### src/rtl/bitslip_deser_pkg.sv
package bitslip_deser_pkg;
  // Output update cadence: once per word period, or once per double period
  typedef enum logic {
    CAD_SINGLE = 1'b0,
    CAD_PAIR   = 1'b1
  } cadence_e;
endpackage

### src/rtl/bitslip_sync_edge.sv
module bitslip_sync_edge #(
  parameter int STAGES = 2
) (
  input  logic clk,
  input  logic rst,
  input  logic async_in,
  output logic rise_pulse
);
  // bits [STAGES-1:0] form the synchronizer, bit STAGES is the edge-detect delay
  logic [STAGES:0] chain;

  always_ff @(posedge clk) begin
    if (rst) chain <= '0;
    else     chain <= {chain[STAGES-1:0], async_in};
  end

  assign rise_pulse = chain[STAGES-1] & ~chain[STAGES];
endmodule

### src/rtl/bitslip_divider.sv
module bitslip_divider
  import bitslip_deser_pkg::*;
#(
  parameter int WORD_W = 4,
  localparam int CNT_W = $clog2(2 * WORD_W),
  localparam int SUB_W = $clog2(WORD_W)
) (
  input  logic             clk,
  input  logic             rst,
  input  logic             hold,
  input  cadence_e         cadence,
  output logic [CNT_W-1:0] cnt_o,
  output logic             load_o,
  output logic             div_word_o,
  output logic             div_pair_o
);
  logic [CNT_W-1:0] cnt;
  logic             at_term;

  always_comb begin
    if (cadence == CAD_PAIR) at_term = &cnt;
    else                     at_term = &cnt[SUB_W-1:0];
  end

  always_ff @(posedge clk) begin
    if (rst)        cnt <= '0;
    else if (!hold) cnt <= cnt + 1'b1;
  end

  assign load_o     = at_term & ~hold;
  assign cnt_o      = cnt;
  assign div_word_o = ~cnt[SUB_W-1];
  assign div_pair_o = ~cnt[CNT_W-1];
endmodule

### src/rtl/bitslip_shifter.sv
module bitslip_shifter #(
  parameter int WORD_W = 4
) (
  input  logic              clk,
  input  logic              rst,
  input  logic              bit_in,
  input  logic              load,
  output logic [WORD_W-1:0] word_o
);
  logic [WORD_W-1:0] shreg;
  logic [WORD_W-1:0] shreg_nxt;

  // newest bit enters at the top, so the earliest bit reaches index 0
  assign shreg_nxt = {bit_in, shreg[WORD_W-1:1]};

  always_ff @(posedge clk) begin
    if (rst) begin
      shreg  <= '0;
      word_o <= '0;
    end else begin
      shreg <= shreg_nxt;
      if (load) word_o <= shreg_nxt;
    end
  end
endmodule

### src/rtl/bitslip_deser.sv
module bitslip_deser
  import bitslip_deser_pkg::*;
#(
  parameter int WORD_W      = 4,
  parameter int SYNC_STAGES = 2,
  localparam int CNT_W      = $clog2(2 * WORD_W)
) (
  input  logic              clk,
  input  logic              rst,
  input  logic              ser_a,
  input  logic              ser_b,
  input  logic              src_sel,
  input  logic              cadence,
  input  logic              slip_req,
  output logic              ser_out,
  output logic [WORD_W-1:0] word_out,
  output logic              clk_word,
  output logic              clk_pair
);
  logic             ser_bit;
  logic             slip_pulse;
  logic             word_load;
  logic [CNT_W-1:0] div_cnt;

  assign ser_bit = src_sel ? ser_b : ser_a;

  always_ff @(posedge clk) begin
    if (rst) ser_out <= 1'b0;
    else     ser_out <= ser_bit;
  end

  bitslip_sync_edge #(.STAGES(SYNC_STAGES)) slip_sync_i (
    .clk        (clk),
    .rst        (rst),
    .async_in   (slip_req),
    .rise_pulse (slip_pulse)
  );

  bitslip_divider #(.WORD_W(WORD_W)) div_i (
    .clk        (clk),
    .rst        (rst),
    .hold       (slip_pulse),
    .cadence    (cadence_e'(cadence)),
    .cnt_o      (div_cnt),
    .load_o     (word_load),
    .div_word_o (clk_word),
    .div_pair_o (clk_pair)
  );

  bitslip_shifter #(.WORD_W(WORD_W)) shift_i (
    .clk    (clk),
    .rst    (rst),
    .bit_in (ser_bit),
    .load   (word_load),
    .word_o (word_out)
  );
endmodule

### config.mk
export PLATFORM = sky130hd
export DESIGN_NAME = bitslip_deser
export DESIGN_NICKNAME = d
export VERILOG_FILES = /design/src/rtl/bitslip_deser_pkg.sv /design/src/rtl/bitslip_sync_edge.sv /design/src/rtl/bitslip_divider.sv /design/src/rtl/bitslip_shifter.sv /design/src/rtl/bitslip_deser.sv
export SDC_FILE = /design/constraint.sdc
export NUM_CORES = 1
export LEC_CHECK = 0
export ABC_AREA = 0
export BUFFER_PORTS_ARGS = -buffer_cell sky130_fd_sc_hd__buf_2
export CAP_MARGIN = 0
export CORE_AREA = 2 2 39 41
export DETAILED_ROUTE_END_ITERATION = 10
export DIE_AREA = 0 0 41 43
export GPL_TIMING_DRIVEN = 0
export PLACE_DENSITY_LB_ADDON = 0.05
export SYNTH_ARGS = -nofsm -noshare
export SYNTH_HDL_FRONTEND = slang
export SYNTH_SLANG_ARGS = --single-unit
### constraint.sdc
create_clock -name clk -period 2.3 [get_ports clk]
set_input_delay 0.115 -clock clk [delete_from_list [all_inputs] [get_ports clk]]
set_output_delay 0.115 -clock clk [all_outputs]
set_load 0.01 [all_outputs]
==> out/results.ini <==
[global_routing]
grt-ovfl-total=0
grt_pass1_vias=289
grt_max_degree=11
grt_pass1_wl_mm=1.21
antenna_found_initial=0
grt_usage=0.107

[pwr]
p_leak_nw=0.300
ir_worst_vdd_mv=0.366
power.density_nw_per_um2=683

[min_path]
hp-class=in2reg

[worst_setup_path]
cp-start-kind=flop
critPathMaxFanout=4
required_ns=2.47
worstPathCellList=ha_1, ha_1, mux2i_1, or2_4, mux2_4
slowest_delay_ns=0.33
cpMaxStageDelayCell=dfxtp_1
cp_common_cell=ha_1
cp_data_arrival_time_ns=1.66
end_kind=flop
path_class=reg2reg

[sta]
rsz0062_at_grt=false
hold_violations=0
finalMaxSlewViolations=0
timing.fmax_ghz=0.671
fin_skew_ns=0.000944
post-route-period-util=0.648
holdWs_ns=0.0454
setup_viol=0
slew_headroom=0.871
period_minus_slack_ns=1.49
worstMarginPinSlew_ns=0.188
setup_tns_ns=0
fin_ws_ns=0.809

[route]
drc=0
vias_per_cell=4.41
drt_iter0_drc=4
vias=344
firstDrtPassIters=4
ant_nets=0
wire_per_inst_um=9.33
wl_um=728

[synth]
ys_seq_area_frac=0.507
synth_cells=45
ys_types=14
synth_nets=54
ys_seq_elements=13
avgSynthCellArea_um2=11.4
synth_area_um2=513
ys_warn_count=0

[placed_design]
port_buffers=13
dp_hpwl_um=527
dp.cells=74
pre_cts_ws_ns=0.803
gp_congestion=0.608

[die]
core_area_um2=1380
row_count=14
initial_core_util=0.371
die_area_um2=1760
die_y_um=43
die_x_um=41
ios=14

[layout]
drive_gt1_frac=0.371
area.growth.synth_to_final_pct=21.7
stdcell_count=78
layout.nets=72
diodes=0

[clock_network]
cts_hold_buf=0
cts_tree=yes
path_clk_slew_ns=0.08
numClockSinks=13
post_cts_buffers=0
cts-root-buf=clkbuf_4
ctsHtreeMaxLevel=1
cts_inserted_buffers=3
cts_resized=0
cts_buffer_depth=2
clk_latency_ns=0.27

[job]
cap_violations=0

[outcome]
status=finished, final reports clean

-- kinds of logic (layout without fill, tap and decap cells) --
family,Yosys count,after routing,share of synthesized area
compound gates,2,2,0.0195
buf+inv,4,21,0.0463
xor+xnor,1,1,0.0171
flops,13,13,0.507
fa+ha+maj,2,2,0.0488
mux,7,7,0.166
simple gates,16,16,0.195
-- critical path, delay by kind of cell (launching register included) --
family | cells | cell delay (ns)
AND/OR/NAND/NOR | 1 | 0.19
adder cells (fa/ha/maj) | 2 | 0.39
flip-flops | 1 | 0.33
multiplexers | 2 | 0.48
-- sequential cells by signal, summed over array words and instances, names as in the netlist --
register and flops:
shift_i.shreg 2, slip_sync_i.chain 3, ser_out 1, shift_i.word_o 4, div_i.cnt_o 3
-- placed cells by master, fill, tap and decap left out --
master / n
xor2_1: 1
ha_1: 2
buf_2: 14
buf_6: 1
nor2b_1: 9
nand2b_1: 1
mux2i_1: 4
or2_4: 1
clkbuf_4: 3
o21ai_0: 2
clkbuf_1: 1
nor2_1: 4
mux2_4: 3
dfxtp_1: 13
nor2b_4: 1
inv_1: 2
-- report_power, final --
part | switching [W] | internal, W | total (W) | leakage [nW]
clock network | 0.0000719 | 0.0000672 | 0.000139 | 0.0150
registers | 0.00000568 | 0.000236 | 0.000242 | 0.106
logic | 0.0000213 | 0.0000239 | 0.0000452 | 0.179
-- cells in the mapped netlist --
cell | n | area, um^2
mux2i_1 | 4 | 40.0
nand2b_1 | 1 | 6.26
dfxtp_1 | 13 | 260
inv_1 | 2 | 7.51
buf_2 | 1 | 5.00
nor2b_4 | 1 | 13.8
o21ai_0 | 2 | 10.0
xor2_1 | 1 | 8.76
buf_6 | 1 | 11.3
nor2_1 | 4 | 15.0
nor2b_1 | 9 | 56.3
or2_4 | 1 | 8.76
ha_1 | 2 | 25.0
mux2_4 | 3 | 45.0
-- stage by stage --
step	util	instance area, um^2	total power [W]
global route	0.451	624	0.000447
detailed placement	0.432	598	0.000293
CTS	0.451	624	0.000432
finish	0.451	624	0.000426
global placement	0.432	598	0.000293
floorplan	-	513	0.000276
-- per-layer routing --
metal	track usage	share of wire
met5	0	0
met2	0.128	0.35
met3	0.0314	0.074
met1	0.143	0.53
met4	0.100	0.041
-- worst paths after layout --
path / startpoint / end / slack, ns / cells past startpoint
min: slip_req / slip_sync_i.chain[0] / 0.05 / 2
min reg2reg: slip_sync_i.chain[0] / slip_sync_i.chain[1] / 0.44 / 1
max reg2reg: div_i.cnt_o[0] / shift_i.word_o[3] / 0.81 / 5
max: div_i.cnt_o[0] / shift_i.word_o[3] / 0.81 / 5
-- layout make-up --
type | instances | area, um^2
timing repair buffer | 13 | 65.1
tap | 16 | 20.0
inverter | 2 | 7.51
buffer | 2 | 16.3
multi-input combinational | 28 | 229
clock buffer | 4 | 26.3
fill | 140 | 759
sequential | 13 | 260
Power figures use the tool's default switching activity.
